===== config.mk =====
export PLATFORM = sky130hd
export DESIGN_NAME = adcseq_top
export DESIGN_NICKNAME = d
export VERILOG_FILES = /design/src/rtl/adcseq_pkg.sv /design/src/rtl/adcseq_ctrl.sv /design/src/rtl/adcseq_data.sv /design/src/rtl/adcseq_top.sv
export SDC_FILE = /design/constraint.sdc
export NUM_CORES = 1
export LEC_CHECK = 0
export BUFFER_PORTS_ARGS = -buffer_cell sky130_fd_sc_hd__buf_4
export CORE_MARGIN = 2
export CORE_UTILIZATION = 55
export CTS_CLUSTER_SIZE = 24
export DETAILED_ROUTE_END_ITERATION = 6
export PLACE_DENSITY = 0.8
export SKIP_CTS_REPAIR_TIMING = 1
export SYNTH_ARGS = -nofsm -noshare
export SYNTH_HDL_FRONTEND = slang
export SYNTH_SLANG_ARGS = --single-unit

===== constraint.sdc =====
create_clock -name clk -period 3.8 [get_ports clk]
set_input_delay 0.57 -clock clk [delete_from_list [all_inputs] [get_ports clk]]
set_output_delay 0.57 -clock clk [all_outputs]
set_load 0.01 [all_outputs]

===== src/rtl/adcseq_pkg.sv =====
package adcseq_pkg;
  localparam int SEQ_CH = 4;
  localparam int SEQ_DW = 8;
  localparam int SEQ_CW = $clog2(SEQ_CH);

  typedef logic [SEQ_CW-1:0] chan_t;
  typedef logic [SEQ_CH-1:0] mask_t;

  typedef enum logic [1:0] {S_IDLE, S_LAUNCH, S_WAIT} seq_state_t;
  typedef enum logic [2:0] {K_STEP, K_FIX1, K_SCAN1, K_FIXC, K_DUAL, K_SCANC, K_NONE} seq_kind_t;

  typedef struct packed {
    logic  wrEn;
    chan_t wrIdx;
    logic  irqSet;
  } seq_strobe_t;

  function automatic int countSet(mask_t m);
    int n = 0;
    for (int i = 0; i < SEQ_CH; i++) n += int'(m[i]);
    return n;
  endfunction

  function automatic chan_t lowestSet(mask_t m);
    chan_t r = '0;
    for (int i = SEQ_CH - 1; i >= 0; i--) if (m[i]) r = chan_t'(i);
    return r;
  endfunction

  // returns {found, index} of the first set bit strictly above cur
  function automatic logic [SEQ_CW:0] nextAbove(mask_t m, chan_t cur);
    logic  f = 1'b0;
    chan_t r = '0;
    for (int i = 0; i < SEQ_CH; i++)
      if (!f && i > int'(cur) && m[i]) begin
        f = 1'b1;
        r = chan_t'(i);
      end
    return {f, r};
  endfunction

  // first set bit at or above from, wrapping around
  function automatic chan_t nextWrap(mask_t m, chan_t from);
    logic  f = 1'b0;
    chan_t r = '0;
    for (int i = 0; i < SEQ_CH; i++) begin
      int j;
      j = (int'(from) + i) % SEQ_CH;
      if (!f && m[j]) begin
        f = 1'b1;
        r = chan_t'(j);
      end
    end
    return r;
  endfunction
endpackage


===== src/rtl/adcseq_ctrl.sv =====
module adcseq_ctrl
  import adcseq_pkg::*;
(
  input  logic        clk,
  input  logic        rstN,
  input  mask_t       chanMask,
  input  logic [2:0]  modeBits,
  input  logic [1:0]  startSel,
  input  logic        startReq,
  input  logic        timerTick,
  input  logic        extIn,
  input  logic        stopReq,
  input  logic        convDone,
  output logic        convStart,
  output chan_t       convChan,
  output seq_strobe_t strobe
);
  seq_state_t state;
  seq_kind_t  kind, startKind;
  mask_t      maskLat;
  chan_t      curChan, slot, stepPtr, dualA, dualB, firstA, secondB, nxIdx;
  logic       stopPend, extPrev, trig, canStart, lastPass;
  logic [SEQ_CW:0] nxRaw, secRaw;

  // trigger source
  always_comb begin
    case (startSel)
      2'd0:    trig = startReq;
      2'd1:    trig = timerTick;
      2'd2:    trig = extIn & ~extPrev;
      default: trig = 1'b0;
    endcase
  end

  // sub-mode resolution from code and mask population
  always_comb begin
    case (modeBits)
      3'b000:  startKind = K_STEP;
      3'b001:  startKind = (countSet(chanMask) == 1) ? K_FIX1 : K_SCAN1;
      3'b010:  startKind = (countSet(chanMask) == 1) ? K_FIXC : K_DUAL;
      3'b100:  startKind = K_SCANC;
      default: startKind = K_NONE;
    endcase
  end

  assign canStart = trig && (chanMask != '0) && (startKind != K_NONE);
  assign firstA   = lowestSet(chanMask);
  assign secRaw   = nextAbove(chanMask, firstA);
  assign secondB  = secRaw[SEQ_CW-1:0];
  assign nxRaw    = nextAbove(maskLat, curChan);
  assign nxIdx    = nxRaw[SEQ_CW-1:0];
  assign lastPass = ~nxRaw[SEQ_CW];

  always_ff @(posedge clk) begin
    if (!rstN) begin
      state    <= S_IDLE;
      kind     <= K_NONE;
      maskLat  <= '0;
      curChan  <= '0;
      slot     <= '0;
      stepPtr  <= '0;
      dualA    <= '0;
      dualB    <= '0;
      stopPend <= 1'b0;
      extPrev  <= 1'b0;
    end else begin
      extPrev <= extIn;
      case (state)
        S_IDLE: begin
          stopPend <= 1'b0;
          if (canStart) begin
            kind    <= startKind;
            maskLat <= chanMask;
            slot    <= '0;
            dualA   <= firstA;
            dualB   <= secondB;
            curChan <= (startKind == K_STEP) ? nextWrap(chanMask, stepPtr) : firstA;
            state   <= S_LAUNCH;
          end
        end
        S_LAUNCH: begin
          if (stopReq) stopPend <= 1'b1;
          state <= S_WAIT;
        end
        S_WAIT: begin
          if (stopReq) stopPend <= 1'b1;
          if (convDone) begin
            slot <= slot + 1'b1;
            case (kind)
              K_STEP: begin
                stepPtr <= curChan + 1'b1;
                state   <= S_IDLE;
              end
              K_SCAN1: begin
                if (lastPass) state <= S_IDLE;
                else begin
                  curChan <= nxIdx;
                  state   <= S_LAUNCH;
                end
              end
              K_SCANC: begin
                curChan <= lastPass ? lowestSet(maskLat) : nxIdx;
                state   <= S_LAUNCH;
              end
              K_FIXC:  state <= S_LAUNCH;
              K_DUAL: begin
                curChan <= slot[0] ? dualA : dualB;
                state   <= S_LAUNCH;
              end
              default: state <= S_IDLE;
            endcase
            if (stopPend || stopReq) state <= S_IDLE;
          end
        end
        default: state <= S_IDLE;
      endcase
    end
  end

  assign convStart = (state == S_LAUNCH);
  assign convChan  = curChan;

  always_comb begin
    strobe.wrEn   = (state == S_WAIT) && convDone;
    strobe.wrIdx  = (kind == K_FIXC || kind == K_DUAL) ? slot : curChan;
    case (kind)
      K_STEP, K_FIX1:   strobe.irqSet = strobe.wrEn;
      K_SCAN1, K_SCANC: strobe.irqSet = strobe.wrEn && lastPass;
      K_FIXC, K_DUAL:   strobe.irqSet = strobe.wrEn && (slot == chan_t'(SEQ_CH - 1));
      default:          strobe.irqSet = 1'b0;
    endcase
  end


  launch_pulse_chk: assert property (@(posedge clk) disable iff (!rstN)
    convStart |=> !convStart);

  chan_hold_chk: assert property (@(posedge clk) disable iff (!rstN)
    (state == S_WAIT && !convDone) |=> $stable(convChan));

  empty_mask_chk: assert property (@(posedge clk) disable iff (!rstN)
    (state == S_IDLE && chanMask == '0) |=> !convStart);

  stop_ends_chk: assert property (@(posedge clk) disable iff (!rstN)
    (state == S_WAIT && convDone && (stopPend || stopReq)) |=> (state == S_IDLE && !convStart));
endmodule


===== src/rtl/adcseq_data.sv =====
module adcseq_data
  import adcseq_pkg::*;
(
  input  logic                     clk,
  input  logic                     rstN,
  input  seq_strobe_t              strobe,
  input  logic [SEQ_DW-1:0]        wrData,
  input  logic                     irqClr,
  output logic [SEQ_CH*SEQ_DW-1:0] results,
  output logic                     irqFlag
);
  logic [SEQ_DW-1:0] resultReg [SEQ_CH];

  for (genvar g = 0; g < SEQ_CH; g++) begin : g_res
    always_ff @(posedge clk) begin
      if (!rstN)                                           resultReg[g] <= '0;
      else if (strobe.wrEn && strobe.wrIdx == chan_t'(g))  resultReg[g] <= wrData;
    end
    assign results[g*SEQ_DW +: SEQ_DW] = resultReg[g];
  end

  always_ff @(posedge clk) begin
    if (!rstN)              irqFlag <= 1'b0;
    else if (strobe.irqSet) irqFlag <= 1'b1;
    else if (irqClr)        irqFlag <= 1'b0;
  end


  write_lands_chk: assert property (@(posedge clk) disable iff (!rstN)
    strobe.wrEn |=> resultReg[$past(strobe.wrIdx)] == $past(wrData));

  flag_source_chk: assert property (@(posedge clk) disable iff (!rstN)
    $rose(irqFlag) |-> $past(strobe.irqSet));

  flag_sticky_chk: assert property (@(posedge clk) disable iff (!rstN)
    (irqFlag && !irqClr) |=> irqFlag);
endmodule


===== src/rtl/adcseq_top.sv =====
module adcseq_top
  import adcseq_pkg::*;
(
  input  logic                     clk,
  input  logic                     rstN,
  input  logic [SEQ_CH-1:0]        chanMask,
  input  logic [2:0]               modeBits,
  input  logic [1:0]               startSel,
  input  logic                     startReq,
  input  logic                     timerTick,
  input  logic                     extIn,
  input  logic                     stopReq,
  input  logic                     irqClr,
  output logic                     convStart,
  output logic [SEQ_CW-1:0]        convChan,
  input  logic                     convDone,
  input  logic [SEQ_DW-1:0]        convData,
  output logic [SEQ_CH*SEQ_DW-1:0] results,
  output logic                     irqFlag
);
  seq_strobe_t strobe;

  adcseq_ctrl u_ctrl (
    .clk(clk), .rstN(rstN), .chanMask(chanMask), .modeBits(modeBits),
    .startSel(startSel), .startReq(startReq), .timerTick(timerTick),
    .extIn(extIn), .stopReq(stopReq), .convDone(convDone),
    .convStart(convStart), .convChan(convChan), .strobe(strobe)
  );

  adcseq_data u_data (
    .clk(clk), .rstN(rstN), .strobe(strobe), .wrData(convData),
    .irqClr(irqClr), .results(results), .irqFlag(irqFlag)
  );
endmodule


## Word level (Yosys, flattened, before mapping)

Memory sizes are Yosys's and may differ from the RTL's.
Cells that the tools add are included.

| cells by class | value |
|---|---|
| equality and inequality tests | 23 |
| bitwise operators | 10 |
| reduce and logical (&&, ||, !) cells | 55 |
| muxes and demuxes | 90 |
| magnitude comparators | 10 |
| $add $sub $neg | 8 |

Operators by type and width:

| operator | count |
|---|---|
| 32-bit by 2-bit adder with 32-bit output | 2 |
| 2-bit two-way mux | 29 |
| 1-bit two-way mux | 43 |
| 32-bit by 2-bit equality test with 1-bit output, second input constant | 1 |
| 8-bit two-way mux | 4 |
| 1-bit logical AND | 22 |
| 2-bit OR reduction | 7 |
| 3-bit by 4-bit less-than comparator with 1-bit output, second input constant | 3 |
| 2-bit one-hot mux with 2 select lines | 3 |
| 2-bit one-hot mux with 3 select lines | 2 |
| 3-bit one-hot mux with 4 select lines | 1 |
| 2-bit equality test, second input constant | 5 |
| 3-bit by 2-bit equality test with 1-bit output, second input constant | 3 |
| 3-bit equality test, second input constant | 3 |
| 3-bit zero test | 3 |
| 1-bit binary-select mux with 2-bit select | 4 |
| 2-bit greater-than comparator, first input constant | 4 |
| 1-bit zero test | 7 |
| 2-bit by 1-bit adder with 2-bit output, second input constant | 3 |
| 2-bit by 1-bit equality test with 1-bit output, second input constant | 3 |
| 3-bit by 1-bit equality test with 1-bit output, second input constant | 2 |
| 2-bit zero test | 3 |
| 1-bit one-hot mux with 3 select lines | 2 |
| 2-bit AND reduction | 3 |
| 21 further kinds | 34 |

| storage, ports and cells | value |
|---|---|
| bits in registers | 22 |
| output and inout bits | 36 |
| logic and storage cells | 208 |
| bits in writable memories | 32 |
| memories kept | 1 |
| input port bits | 25 |

Memory list:

| memory | words | bits a word | read ports | clocked after memory_dff | wr ports | RTL line | text |
|---|---|---|---|---|---|---|---|
| u_data.resultReg | 4 | 8 | 4 | 0 | 4 | adcseq_data.sv:12 | `logic [SEQ_DW-1:0] resultReg [SEQ_CH];` |

## Logic depth before layout (Yosys ltp)

| depth | value |
|---|---|
| depth after elaboration | 29 |
| mapped depth | 10 |
| depth with buffers taken out | 9 |

## Modules after synthesis

A second synthesis with hierarchy kept.

| unflattened totals | value |
|---|---|
| cell total of the unflattened synthesis | 297 |
| area, all modules | 2949.1 sq um |

By module, submodules not included:

| module | sequential area each (sq um) | cells each | area an instance (sq um) | times used |
|---|---|---|---|---|
| adcseq_ctrl | 420.4 | 219 | 1665.3 | 1 |
| adcseq_data | 980.9 | 78 | 1283.7 | 1 |

## Least setup slack after synthesis

No wires, ideal clock.

| timing | value |
|---|---|
| path kind | input to register |
| from | in chanMask[1] |
| to | reg u_ctrl.kind[0] |
| required time | 3736 ps |
| stages | 10 |
| slack | 805 ps |
| arrival | 2931 ps |
| cells stage by stage | clkbuf_1 > inv_1 > ha_1 > fa_1 > ha_1 > or4b_2 > mux2i_1 > mux2_2 > mux2i_1 > nor2_1 |

| between the ends | value |
|---|---|
| cells in the longest elaborated chain, start to end | 9 |

RTL lines:

| what | RTL line | text |
|---|---|---|
| start: declaration | adcseq_top.sv:6 | `input logic [SEQ_CH-1:0] chanMask,` |
| 1-bit by 1-bit adder with 2-bit output | adcseq_pkg.sv:20 | `for (int i = 0; i < SEQ_CH; i++) n += int'(m[i]);` |
| 32-bit by 2-bit adder with 32-bit output (2 in series) | adcseq_pkg.sv:20 |  |
| 32-bit by 2-bit equality test with 1-bit output | adcseq_ctrl.sv:39, adcseq_ctrl.sv:40 |  |
| 3-bit two-way mux or 2-bit two-way mux (tied branches) | adcseq_ctrl.sv:40, adcseq_ctrl.sv:39 |  |
| 3-bit one-hot mux with 4 select lines | adcseq_ctrl.sv:37 | `case (modeBits)` |
| 3-bit inequality test | adcseq_ctrl.sv:46 | `assign canStart = trig && (chanMask != '0) && (startKind != K_NONE);` |
| 1-bit logical AND | adcseq_ctrl.sv:46 |  |
| 2-bit AND reduction (no source line) | n/a |  |
| end signal: assignment | adcseq_ctrl.sv:72 | `kind <= startKind;` |
| end: declaration | adcseq_ctrl.sv:19 | `seq_kind_t kind, startKind;` |

Several ways; a longest one is shown, not always the timed one.
A chain may end at the register's enable or synchronous reset.

## Worst setup path in the final report

| timing | value |
|---|---|
| from | in chanMask[0] |
| to | reg u_ctrl.kind[0] |

The elaborated chain is that of the path after synthesis.

==> flow_summary.yaml <==
outcome:
  status: "finished clean"
power_and_ir_drop:
  power_density_mw_per_mm2: 399
  power.switching_w: 0.000463
  power_frac_seq_pct: 49.0
  peakVddDrop_mv: 0.256
  intPower_w: 0.000971
  comb_power_share_pct: 29.1
  p_sw_share_pct: 32.3
  clockPowerShare_pct: 22.0
  total_leakage_power_nw: 1.48
timing:
  slew_viol_final: 0
  finalSetupViolCount: 0
  final-hold-violation-count: 0
  worst_pin_slew_ps: 713
  setup_tns_ps: 0
  timing.final.crit_share_pct: 73.3
  max_slew_margin_pct: 52.0
  fmax_mhz: 359
  grt_setup_unrepaired: "false"
  skew_ps: 4.89
  period_needed_ps: 2780
die:
  dieArea_mm2: 0.00607
  die_height_um: 77.9
  die_x_um: 77.9
  start_util_pct: 57.7
  ios: 61
  rows: 26
  core_mm2: 0.00520
worst_setup_path:
  crit_slowest_cell: "or4b_2"
  critPathMaxStageDelay_ps: 720
  setup.worst_path.start: "chanMask[0]"
  path_class: "in2reg"
  r2r_start: "u_ctrl.state[0]"
  crit_fanout: 11
  cp_cell_sequence: "buf_4 > inv_1 > ha_1 > fa_1 > ha_1 > or4b_2 > mux2i_1 > mux2_2 > mux2i_1 > nor2_1"
  crit_arrival_ps: 3020
  start_kind: "input pin"
  crit_required_ps: 4040
  endpoint_kind: "flop"
routing:
  viasPerCell: 5.65
  postRouteWirelength_um: 6570
  drt_iter0_markers: 141
  ant_nets: 0
  wl_per_cell_um: 15.7
  num_vias: 2371
  drc_errors: 0
  drt-pass1-iter-count: 4
yosys:
  synth_most_common_cell: "and2_1"
  synth_edf_count: 32
  synth_common_cells: "and2_1, edfxtp_1, a21oi_1, dfxtp_1"
  synth_warnings: 0
  syn-num-nets: 327
  synth.top_cell.area_share_pct: 32.0
  synth_ff_type: "edfxtp_1"
  avgSynthCellArea_um2: 10.4
  ys_top_cells_by_area: "edfxtp_1, dfxtp_1, and2_1"
  postSynthCellCount: 290
  yosysSeqAreaShare_pct: 46.6
  synth_cell_types: 64
  netlist_area_mm2: 0.00301
  synthArstFlopShare_pct: 0
  yosys_register_bits: 54
  yosys.area.top_type: "edfxtp_1"
worst_hold_path:
  min-delay-start: "u_ctrl.dualB[0]"
  hold_path.class: "reg2reg"
layout:
  nets: 386
  num_antenna_cells: 0
  drive_above_1_share_pct: 25.4
  areaGrowthSynthToFinish_pct: 19.5
  fin_util_pct: 69.0
  design_area_mm2: 0.00359
clocking:
  cts-root-buf: "clkbuf_8"
  cts_sinks: 54
  cts.path.max_buffers: 2
  cts_tree: "built"
  htreeDepth: 2
  clock_latency_ps: 310
  path_clk_slew_ps: 90
  cts_buffers: 5
place:
  gp_congestion: 0.824
  portBuffers: 60
  post-dp-hpwl_um: 4990
  placed_area_mm2: 0.00350
flow_run:
  max_cap_violations: 0
global_routing:
  grt_max_degree: 20
  grt_pass1_wl_um: 11000
  grt_overflow_total: 0
  gr-usage-all-layers_pct: 23.0
  grt_pass1_vias: 2289
  antenna_found_initial: 0
==> per-layer routing <==
| metal | wire (um) | track usage (%) | share of wire, % |
|---|---|---|---|
| met5 | 0 | 0 | 0 |
| met4 | 155 | 8.95 | 2.4 |
| met3 | 338 | 4.53 | 5.1 |
| met2 | 3320 | 39.5 | 50 |
| met1 | 2770 | 28.4 | 42 |
==> registers in the layout, indices dropped and copies added, names as in the netlist <==
register          cells
u_ctrl.stepPtr        2
u_ctrl.slot           2
u_ctrl.dualB          2
u_ctrl.convChan       2
u_ctrl.extPrev        1
u_data.resultReg     32
u_ctrl.state          2
u_ctrl.dualA          2
u_ctrl.kind           3
u_ctrl.maskLat        4
u_data.irqFlag        1
u_ctrl.stopPend       1
==> layout make-up <==
class                   instances  area [um^2]
flip-flops and latches         54         1400
well taps                      70         87.6
clock buffers                   6         72.6
multi-input cells             210         1480
repair buffers                 64          480
clock inverters                 2         15.0
fillers                       428         1610
inverters                      14         52.6
==> metrics by stage <==
stage | total power, W | worst slack, ps | cells | hold slack (ps)
after floorplan | 0.000995 | 805 | 290 | 428
after global placement | 0.00112 | 786 | 412 | 442
after detailed placement | 0.00113 | 733 | 412 | 443
after CTS | 0.00144 | 1030 | 420 | 456
after global routing | 0.00151 | 898 | 420 | 479
final | 0.00143 | 1020 | 420 | 456
==> cell families (layout without fill, tap and decap cells) <==
logic type               count (synthesis)  count (layout)  share of synthesized area, %
adder cells (fa/ha/maj)                 13              13                          5.62
multiplexers                            15              15                          5.20
XOR/XNOR                                 1               1                         0.291
flip-flops                              54              54                          46.6
AND/OR/NAND/NOR                        111             111                          21.9
buffers and inverters                   26              86                          4.04
AO/OA/AOI/OAI                           70              70                          16.4
==> layout by cell type, fill, tap and decap left out, types with 4 or more instances in the layout <==
| cell | n |
|---|---|
| a21oi_1 | 23 |
| and2_1 | 34 |
| buf_4 | 64 |
| clkbuf_8 | 5 |
| dfxtp_1 | 22 |
| edfxtp_1 | 32 |
| ha_1 | 11 |
| inv_1 | 13 |
| mux2_2 | 4 |
| mux2i_1 | 10 |
| nand2_1 | 17 |
| nand2b_1 | 7 |
| nor2_1 | 17 |
| nor3_1 | 5 |
| o211ai_1 | 4 |
| o21ai_0 | 9 |
| or3_1 | 4 |
==> worst paths after layout <==
kind                       endpoint  slack, ps  cells past startpoint
max                  u_ctrl.kind[0]       1020                     10
min                 u_ctrl.dualB[0]        460                      2
max reg2reg  u_data.resultReg[3][5]       1260                      7
min reg2reg         u_ctrl.dualB[0]        460                      2
==> power by group through the flow <==
stage	clock, W	combinational (W)	sequential (W)
final	0.000315	0.000417	0.000702
after global routing	0.000345	0.000460	0.000709
after CTS	0.000321	0.000415	0.000702
after detailed placement	0	0.000412	0.000715
after global placement	0	0.000404	0.000713
after floorplan	0	0.000287	0.000708
==> critical path, delay by kind of cell <==
kind,cells,cell delay [ps]
AND/OR/NAND/NOR,2,820
buffers and inverters,2,230
adder cells (fa/ha/maj),3,1010
multiplexers,3,380
(Power assumes the default switching activity.)
